==> config.mk <==
export PLATFORM = sky130hd
export DESIGN_NAME = pixreasm_top
export DESIGN_NICKNAME = d
export VERILOG_FILES = /design/src/rtl/pixreasm_pkg.sv /design/src/rtl/pixreasm_dp.sv /design/src/rtl/pixreasm_ctrl.sv /design/src/rtl/pixreasm_top.sv
export SDC_FILE = /design/constraint.sdc
export NUM_CORES = 2
export LEC_CHECK = 0
export CELL_PAD_IN_SITES_DETAIL_PLACEMENT = 0
export CELL_PAD_IN_SITES_GLOBAL_PLACEMENT = 1
export CORE_ASPECT_RATIO = 0.6
export CORE_MARGIN = 5
export CORE_UTILIZATION = 54
export CTS_CLUSTER_SIZE = 16
export DETAILED_ROUTE_END_ITERATION = 10
export PLACE_DENSITY = 0.77
export SYNTH_ARGS = -nofsm -noshare
export SYNTH_HDL_FRONTEND = slang
export SYNTH_SLANG_ARGS = --single-unit
==> constraint.sdc <==
create_clock -name clk -period 7.9 [get_ports clk]
set_clock_uncertainty 0.1 [all_clocks]
set_input_delay 1.185 -clock clk [delete_from_list [all_inputs] [get_ports clk]]
set_output_delay 1.185 -clock clk [all_outputs]
set_load 0.01 [all_outputs]
==> src/rtl/pixreasm_pkg.sv <==
package pixreasm_pkg;
  localparam int LANES  = 8;
  localparam int GROUP  = LANES / 2;
  localparam int HALF_W = 5;
  localparam int PIX_W  = 2 * HALF_W;
  localparam int IDX_W  = 16;

  typedef struct packed {
    logic             wrEn;
    logic             wrSet;
    logic [IDX_W-1:0] wrBeat;
    logic             rdSet;
    logic             rdOdd;
    logic [IDX_W-1:0] rdCol;
  } ctrlStrobes_t;
endpackage

==> src/rtl/pixreasm_dp.sv <==
module pixreasm_dp
  import pixreasm_pkg::*;
#(
  parameter int MAX_COLS = 64
) (
  input  logic                    clk,
  input  ctrlStrobes_t            strb,
  input  logic [LANES*HALF_W-1:0] inFall,
  input  logic [LANES*HALF_W-1:0] inRise,
  output logic [PIX_W-1:0]        outPixel
);
  localparam int AW = (MAX_COLS > 1) ? $clog2(MAX_COLS) : 1;

  logic [PIX_W-1:0] evenBuf [2][MAX_COLS];
  logic [PIX_W-1:0] oddBuf  [2][MAX_COLS];
  logic [PIX_W-1:0] evenPix [GROUP];
  logic [PIX_W-1:0] oddPix  [GROUP];
  logic [IDX_W-1:0] wrCol   [GROUP];

  // join falling-edge MSB half with rising-edge LSB half per lane
  for (genvar j = 0; j < GROUP; j++) begin : g_pair
    assign evenPix[j] = {inFall[(2*j)*HALF_W +: HALF_W],   inRise[(2*j)*HALF_W +: HALF_W]};
    assign oddPix[j]  = {inFall[(2*j+1)*HALF_W +: HALF_W], inRise[(2*j+1)*HALF_W +: HALF_W]};
    assign wrCol[j]   = IDX_W'(strb.wrBeat * GROUP + j);
  end

  always_ff @(posedge clk) begin
    if (strb.wrEn) begin
      for (int j = 0; j < GROUP; j++) begin
        if (wrCol[j] < IDX_W'(MAX_COLS)) begin
          evenBuf[strb.wrSet][wrCol[j][AW-1:0]] <= evenPix[j];
          oddBuf[strb.wrSet][wrCol[j][AW-1:0]]  <= oddPix[j];
        end
      end
    end
  end

  always_comb begin
    if (strb.rdOdd) outPixel = oddBuf[strb.rdSet][strb.rdCol[AW-1:0]];
    else            outPixel = evenBuf[strb.rdSet][strb.rdCol[AW-1:0]];
  end
endmodule

==> src/rtl/pixreasm_ctrl.sv <==
module pixreasm_ctrl
  import pixreasm_pkg::*;
#(
  parameter int MAX_COLS = 64,
  parameter int COL_W    = 7,
  parameter int ROW_W    = 12
) (
  input  logic             clk,
  input  logic             rstN,
  input  logic             inValid,
  input  logic             frameStart,
  input  logic [COL_W-1:0] lineWidth,
  input  logic             outReady,
  output ctrlStrobes_t     strb,
  output logic             outValid,
  output logic             outSof,
  output logic             outEol,
  output logic [ROW_W-1:0] outRow,
  output logic             overflowErr,
  output logic             lengthErr
);
  localparam logic [IDX_W-1:0] BEAT_MAX = {IDX_W{1'b1}};

  logic             prevValid, acceptPair, wrSel, pairSof;
  logic [IDX_W-1:0] beatCnt;
  logic [1:0]       full, sofFlag;
  logic [ROW_W-1:0] rowBase [2];
  logic [ROW_W-1:0] nextRow;
  logic             rdSel, rdOdd;
  logic [IDX_W-1:0] rdCol;

  logic firstBeat, acceptNow, pairEnd, commit, fire, lastCol, pairDone;
  logic [IDX_W+1:0] gotCols;
  logic [ROW_W-1:0] baseNow;

  assign firstBeat = inValid & ~prevValid;
  assign acceptNow = firstBeat ? ~full[wrSel] : acceptPair;
  assign pairEnd   = prevValid & ~inValid;
  assign commit    = pairEnd & acceptPair;
  assign gotCols   = {beatCnt, 2'b00};
  assign baseNow   = pairSof ? '0 : nextRow;

  assign outValid = full[rdSel];
  assign fire     = outValid & outReady;
  assign lastCol  = (rdCol == IDX_W'(lineWidth) - IDX_W'(1));
  assign pairDone = fire & lastCol & rdOdd;
  assign outEol   = outValid & lastCol;
  assign outSof   = outValid & sofFlag[rdSel] & ~rdOdd & (rdCol == '0);
  assign outRow   = rowBase[rdSel] + ROW_W'(rdOdd);

  assign strb.wrEn   = inValid & acceptNow;
  assign strb.wrSet  = wrSel;
  assign strb.wrBeat = firstBeat ? '0 : beatCnt;
  assign strb.rdSet  = rdSel;
  assign strb.rdOdd  = rdOdd;
  assign strb.rdCol  = rdCol;

  // write side: pair framing, commit, error detection
  always_ff @(posedge clk) begin
    if (!rstN) begin
      prevValid   <= 1'b0;
      acceptPair  <= 1'b0;
      wrSel       <= 1'b0;
      pairSof     <= 1'b0;
      beatCnt     <= '0;
      sofFlag     <= '0;
      rowBase[0]  <= '0;
      rowBase[1]  <= '0;
      nextRow     <= '0;
      overflowErr <= 1'b0;
      lengthErr   <= 1'b0;
    end else begin
      prevValid <= inValid;
      if (firstBeat) begin
        acceptPair <= ~full[wrSel];
        pairSof    <= frameStart;
        beatCnt    <= IDX_W'(1);
        if (full[wrSel]) overflowErr <= 1'b1;
      end else if (inValid && beatCnt != BEAT_MAX) begin
        beatCnt <= beatCnt + IDX_W'(1);
      end
      if (commit) begin
        sofFlag[wrSel] <= pairSof;
        rowBase[wrSel] <= baseNow;
        nextRow        <= baseNow + ROW_W'(2);
        wrSel          <= ~wrSel;
        if (gotCols != (IDX_W+2)'(lineWidth)) lengthErr <= 1'b1;
      end
    end
  end

  // set ownership: write side fills, read side frees
  always_ff @(posedge clk) begin
    if (!rstN) begin
      full <= '0;
    end else begin
      for (int i = 0; i < 2; i++) begin
        if (commit && wrSel == 1'(i))         full[i] <= 1'b1;
        else if (pairDone && rdSel == 1'(i))  full[i] <= 1'b0;
      end
    end
  end

  // read side: even row, then odd row, column ascending
  always_ff @(posedge clk) begin
    if (!rstN) begin
      rdSel <= 1'b0;
      rdOdd <= 1'b0;
      rdCol <= '0;
    end else if (fire) begin
      if (lastCol) begin
        rdCol <= '0;
        rdOdd <= ~rdOdd;
        if (rdOdd) rdSel <= ~rdSel;
      end else begin
        rdCol <= rdCol + IDX_W'(1);
      end
    end
  end
endmodule

==> src/rtl/pixreasm_top.sv <==
module pixreasm_top
  import pixreasm_pkg::*;
#(
  parameter int MAX_COLS = 64,
  parameter int ROW_W    = 12,
  localparam int COL_W   = $clog2(MAX_COLS + 1)
) (
  input  logic                    clk,
  input  logic                    rstN,
  input  logic                    inValid,
  input  logic                    frameStart,
  input  logic [LANES*HALF_W-1:0] inFall,
  input  logic [LANES*HALF_W-1:0] inRise,
  input  logic [COL_W-1:0]        lineWidth,
  input  logic                    outReady,
  output logic                    outValid,
  output logic [PIX_W-1:0]        outPixel,
  output logic                    outSof,
  output logic                    outEol,
  output logic [ROW_W-1:0]        outRow,
  output logic                    overflowErr,
  output logic                    lengthErr
);
  ctrlStrobes_t strb;

  pixreasm_ctrl #(.MAX_COLS(MAX_COLS), .COL_W(COL_W), .ROW_W(ROW_W)) u_ctrl (
    .clk(clk), .rstN(rstN), .inValid(inValid), .frameStart(frameStart),
    .lineWidth(lineWidth), .outReady(outReady), .strb(strb),
    .outValid(outValid), .outSof(outSof), .outEol(outEol), .outRow(outRow),
    .overflowErr(overflowErr), .lengthErr(lengthErr)
  );

  pixreasm_dp #(.MAX_COLS(MAX_COLS)) u_dp (
    .clk(clk), .strb(strb), .inFall(inFall), .inRise(inRise), .outPixel(outPixel)
  );
endmodule

Yosys cells after proc, flatten, opt, wreduce, memory -nomap -nowiden
Memory sizes are Yosys's and may differ from the RTL's. A register that Yosys moved wholly into a read port is not among the register bits.
Index checks and enable logic that the tools add are counted.
Storage, ports and cells
  memories kept: 3
  register bits: 56
  output and inout bits: 27
  RAM bits: 2584
  input bits: 92
Operators by class
  reductions and logical operators: 20
  add/subtract/negate cells: 8
  magnitude comparators: 16
  muxes and demuxes: 3899
  bitwise gates (word level): 3863
  equality and inequality tests: 3
Memories
  u_dp.evenBuf: depth 2, width 640, read ports 1, clocked after Yosys merged registers in 1, write ports 1, RTL line pixreasm_dp.sv:14  | logic [PIX_W-1:0] evenBuf [2][MAX_COLS];
  u_dp.oddBuf: depth 2, width 640, read ports 1, clocked after Yosys merged registers in 1, write ports 1, RTL line pixreasm_dp.sv:15  | logic [PIX_W-1:0] oddBuf [2][MAX_COLS];
  u_ctrl.rowBase: depth 2, width 12, read ports 1, clocked after Yosys merged registers in 1, write ports 2, RTL line pixreasm_ctrl.sv:27  | logic [ROW_W-1:0] rowBase [2];
Operators with widths (count)
  $mux W1: 3874
  $or A1 B1 Y1: 3840
  $mux W640: 4
  $demux W10 S6: 4
  $bmux W10 S6: 2
  $mux W10: 9
  $lt A16 B7 Y1 const B: 4
  $add A16 B1 Y16 const B: 3
  $ge A7 B7 Y1 const B: 5
  $not A6 Y7: 5
  $add A16 B2 Y16 const B: 2
  $lt A7 B1 Y1 const B: 4
  $mux W12: 2
  $ne A18 B7 Y1: 1
  $eq A16 B16 Y1: 1
  $logic_not A16 Y1: 1
  $mux W16: 1
  $ne A16 B16 Y1 const B: 1
  $mux W14: 1
  $add A12 B1 Y12: 1
  $add A12 B2 Y12 const B: 1
  $reduce_or A12 Y1: 1
  $and A1 B1 Y1: 11
  $logic_and A1 B1 Y1: 10
  other kinds (10): 21

Logic depth before layout (Yosys ltp)
  word-level depth: 13
  mapped depth: 17

Hierarchy
A second synthesis with hierarchy kept.
Second synthesis, totals
  cells, all modules: 7186
  area total of the unflattened synthesis: 112843.2 um^2
By module, submodules not included
  pixreasm_dp: instances 1, area an instance 108226.3 um^2, cells an instance 6671
  pixreasm_ctrl: instances 1, area an instance 4616.9 um^2, cells an instance 515

Worst setup path after synthesis
OpenSTA, ideal clock, no wires.
  kind: in2reg
  start point: input inValid
  end point: memory u_dp.evenBuf[0][400] (netlist bit) (enable)
  library setup time: 0.527 ns
  stages: 6
  data arrival time: 5.996 ns
  data required time: 7.273 ns
  slack: 1.277 ns
  cell sequence: nand2b_1 clkbuf_1 nand3b_1 nor4b_4 buf_2 nor2b_1
Between the ends
  word-level cells in the longest chain between the ends: 12
  elaborated cells on any way between the ends: 50
RTL lines
  from (decl): RTL line pixreasm_top.sv:10  | input logic inValid,
  $and A1 B1 Y1: RTL line pixreasm_ctrl.sv:36  | assign firstBeat = inValid & ~prevValid;
  $mux W14: RTL line pixreasm_ctrl.sv:53  | assign strb.wrBeat = firstBeat ? '0 : beatCnt;
  $add A16 B1 Y16: RTL line pixreasm_dp.sv:24  | assign wrCol[j] = IDX_W'(strb.wrBeat * GROUP + j);
  $not A6 Y7 (not written as such): RTL line pixreasm_dp.sv:31  | evenBuf[strb.wrSet][wrCol[j][AW-1:0]] <= evenPix[j];
  $ge A7 B7 Y1 (not written as such) / $lt A7 B1 Y1 (equally long branches): RTL line pixreasm_dp.sv:31
  $logic_and A1 B1 Y1 (not written as such): RTL line pixreasm_dp.sv:31
  $mux W10 (not written as such): RTL line pixreasm_dp.sv:31
  $demux W10 S6: RTL line pixreasm_dp.sv:31
  $mux W640 (not written as such): RTL line pixreasm_dp.sv:31
  $or A1 B1 Y1 (no source line) (2 in series)
  $or A1 B1 Y1 (no source line) (*)
  to (decl): RTL line pixreasm_dp.sv:14
Every way passes the cells marked *; elsewhere a longest branch is shown, timed or not.

Worst setup path in the final report
  start point: register u_ctrl.rdCol[0]
  end point: output outPixel[4]
Between the ends
  word-level cells in the longest chain between the ends: 5
  elaborated cells on any way between the ends: 8
RTL lines
  from (decl): RTL line pixreasm_ctrl.sv:30  | logic [IDX_W-1:0] rdCol;
  from (signal assigned): RTL line pixreasm_ctrl.sv:116  | rdCol <= rdCol + IDX_W'(1);
  $not A6 Y7 (not written as such) (*): RTL line pixreasm_dp.sv:39, pixreasm_dp.sv:40
  $bmux W10 S6 (on tied branches): RTL line pixreasm_dp.sv:40, pixreasm_dp.sv:39
  $mux W10 (on tied branches) (2 in series): RTL line pixreasm_dp.sv:40, pixreasm_dp.sv:39
  $mux W10 (*): RTL line pixreasm_dp.sv:39  | if (strb.rdOdd) outPixel = oddBuf[strb.rdSet][strb.rdCol[AW-1:0]];
  to (decl): RTL line pixreasm_top.sv:17  | output logic [PIX_W-1:0] outPixel,
Every way passes the cells marked *; elsewhere a longest branch is shown, timed or not. The select of a mux whose other input is x is not followed.

==> run metrics <==
slowest cell on the critical path=clkinv_2; WP data arrival=6.01 ns; top cells by area, synth=edfxtp_1 69%, mux4_2 11%, nand2_1 4.4%; Yosys top cell by area=edfxtp_1; Clock transition at path regs=0.06 ns; RSZ-0062 raised after global routing=false; Syn Nets=7066; mux contribution to synthesized area=0.1384; pin count of the biggest net entering global routing=90; adder-cell share of the synthesized area=0.0008855; Yosys cell types=89; num ports=119; Simple-Gate Fraction of Synth Area=0.07205; pre-CTS WS=1.745 ns; CTS tree=yes; dpl hpwl=205600 um; Layout area overhead=9.902%; DRC viols=0; Worst setup EP type=output port; worst path buffer plus inverter count=3; Vias=67020; CP Max Fanout=33; Area after DPL=0.1170 mm2; Setup CP Type=flip-flop to output port; total CTS buffers=236; status=completed; Cell Rows=130; total track usage=0.3138; Worst Setup Slack, final=0.6011 ns; # resized after CTS=0; starting DRC count in detailed routing=9979; Hold WS=0.3717 ns; Synth Area in XOR/XNOR=0.004527; total gr overflow=0; CTS sink count=2641; Post-Place Cells=9520; nets=7086; fmax=137.0 MHz; final instance area=0.1242 mm2; Synth Register Bits=2641; Root Buffer=clkbuf_16; Power Density=221.7 mW/mm2; CTS Hold Buffers Added=0; initial antenna violation count=41; CP top delay family=buffers and inverters; ys flop type=edfxtp_1; Die ar.=0.2189 mm2; Synth Warn #=0; Pre-antenna DRT Iters=7; asr flop ratio synth=0; share of layout cells above drive strength 1=0.1695; fillers=15340; Max IR drop VDD=0.2039 mV; Mean Syn Cell Area=16.23 um2; Max-slew headroom=0.06970; drt wl/cell=34.86 um; CP cell instances=clkinv_2 -> buf_4 -> mux2i_1 -> o21ai_0 -> a31oi_1 -> o21ai_1 -> o31a_1 -> clkdlybuf4s50_1; CP required=6.61 ns; setup bufs post-CTS=0; number of global-route vias before repair=64480; leakage=41.60 nW; clk buf depth=4; number of synthesized flops with an enable pin=2584; Worst Max-Slew Pin Slew=1.391 ns; die height=364.4 um; largest family of logic cells by synthesized area=multiplexers; min cycle time layout=7.299 ns; CORE AREA=0.2087 mm2; startpoint types=flip-flop; Syn Std Cell Area=0.1130 mm2; global-route wire length before repair=487900 um; Layout Cells excl Fill=9956; post-synthesis compound-gate area fraction=0.06131; cell count after synthesis=6966; Slew Viols, Final=0; routability cong.=0.8417; register area share after synthesis=0.6965; CTS H-Tree Depth=4; Post-Route WL=347000 um; Worst-Skew Late Latency=0.92 ns; period utilization=0.9239; top-area cell type share of the netlist area=0.6864; count of input and output buffers=118; max-cap check violation count=0; worst hold path type=flip-flop to flip-flop; Initial Util=0.5417; critical path's largest stage delay=0.96 ns; Hold Fails Final Rpt=0; final setup vio count=0; Fin Setup TNS=0 ns; post-DR vias/cell=6.732; Final ANT Viol Nets=0; chip width=600.7 um
[cell usage after synthesis, drive strengths merged (23+ instances only)]
cell type,count
edfxtp,2584
nand2,1334
mux4,564
a21o,483
buf,307
mux2i,261
clkbuf,246
nor2b,190
nor2,128
a21oi,105
o21ai,73
a22oi,60
dfxtp,57
nand3,45
and2,43
o22ai,32
a221oi,31
xor2,30
mux2,26
and3,25
nor3,25
xnor2,25
a2111oi,23
[routing by layer]
layer  GRT usage  wire length, um  up-vias
met1      0.4604           134600    34420
met4     0.09913            12520       12
met5           0               82        -
li1            -                -    27050
met3     0.09807            50960      660
met2      0.4529           148800     4882
[registers in the layout, indices dropped and copies added (netlist names), named ones only]
name	count
u_ctrl.pairSof	1
u_ctrl.rdSel	1
u_ctrl.full	2
u_ctrl.overflowErr	1
u_dp.evenBuf	1280
u_ctrl.rowBase	24
u_ctrl.wrSel	1
u_ctrl.sofFlag	2
u_ctrl.lengthErr	1
u_ctrl.rdCol	16
u_ctrl.nextRow	12
u_ctrl.acceptPair	1
u_ctrl.prevValid	1
u_ctrl.rdOdd	1
u_ctrl.beatCnt	16
u_dp.oddBuf	1280
[report_power, final]
group / internal, W / leakage, nW / switching, W
Combinational: 0.000282 / 14.4 / 0.000672
Sequential: 0.0155 / 23.8 / 0.0000225
Clock: 0.00600 / 3.47 / 0.00511
Total: 0.0217 / 41.6 / 0.00581
[cell usage in the layout (no fill, tap or decap), drive strengths merged, types with 9 or more instances in the layout]
cell,n
a2111oi,23
a211oi,21
a21o,483
a21oi,105
a221o,12
a221oi,31
a22oi,60
a31oi,19
and2,43
and3,25
buf,235
bufinv,16
clkbuf,295
clkdlybuf4s50,100
clkinv,93
dfxtp,57
diode,23
edfxtp,2584
inv,20
mux2,26
mux2i,261
mux4,564
nand2,1334
nand2b,9
nand3,45
nand4,21
nor2,128
nor2b,190
nor3,25
nor4,14
o211ai,17
o21ai,73
o221ai,17
o22ai,32
or3,9
xnor2,25
xor2,30
[cells by family after synthesis]
| group | count (synthesis) |
|---|---|
| AO/OA/AOI/OAI | 960 |
| XOR/XNOR | 56 |
| adder cells (fa/ha/maj) | 8 |
| buffers and inverters | 571 |
| flip-flops | 2641 |
| multiplexers | 851 |
| AND/OR/NAND/NOR | 1879 |
[path summary, 6_finish.rpt]
check                             startpoint                       endpoint  slack [ns]  cells past startpoint
max             u_ctrl.rdCol[0]$_SDFFE_PN0P_                    outPixel[4]        0.60                      8
min reg2reg    u_ctrl.lengthErr$_SDFFE_PN0P_  u_ctrl.lengthErr$_SDFFE_PN0P_        0.37                      1
max reg2reg  u_ctrl.beatCnt[11]$_SDFFE_PP0P_  u_dp.oddBuf[0][587]$_DFFE_PP_        3.44                      8
min            u_ctrl.lengthErr$_SDFFE_PN0P_  u_ctrl.lengthErr$_SDFFE_PN0P_        0.37                      1
[worst reg2reg max path: stages, from the launching register on]
cell and delay, ns:
dfxtp_1 0.35, nor4_1 0.38, nand4_1 0.17, a21oi_2 0.33, o21a_1 0.45, nand2_1 0.47, buf_4 0.42, nor2_4 0.80
buf_4 0.61
[cell type report]
class	instances	area, um2	area share
flip-flops and latches	2641	78760	0.6340
multi-input cells	3754	31720	0.2553
clock buffers	295	6148	0.04949
well taps	2772	3468	0.02792
repair buffers	335	3018	0.02429
clock inverters	118	982.2	0.007906
inverters	18	76.32	0.0006144
diodes	23	57.56	0.0004633
[metrics by stage]
stage	utilization	power, W
after CTS	0.5950	0.02760
after global routing	0.5951	0.02829
after floorplan	-	0.01631
after detailed placement	0.5609	0.01671
after global placement	0.5608	0.01668
final	0.5953	0.02754
Power figures use the tool's default switching activity.
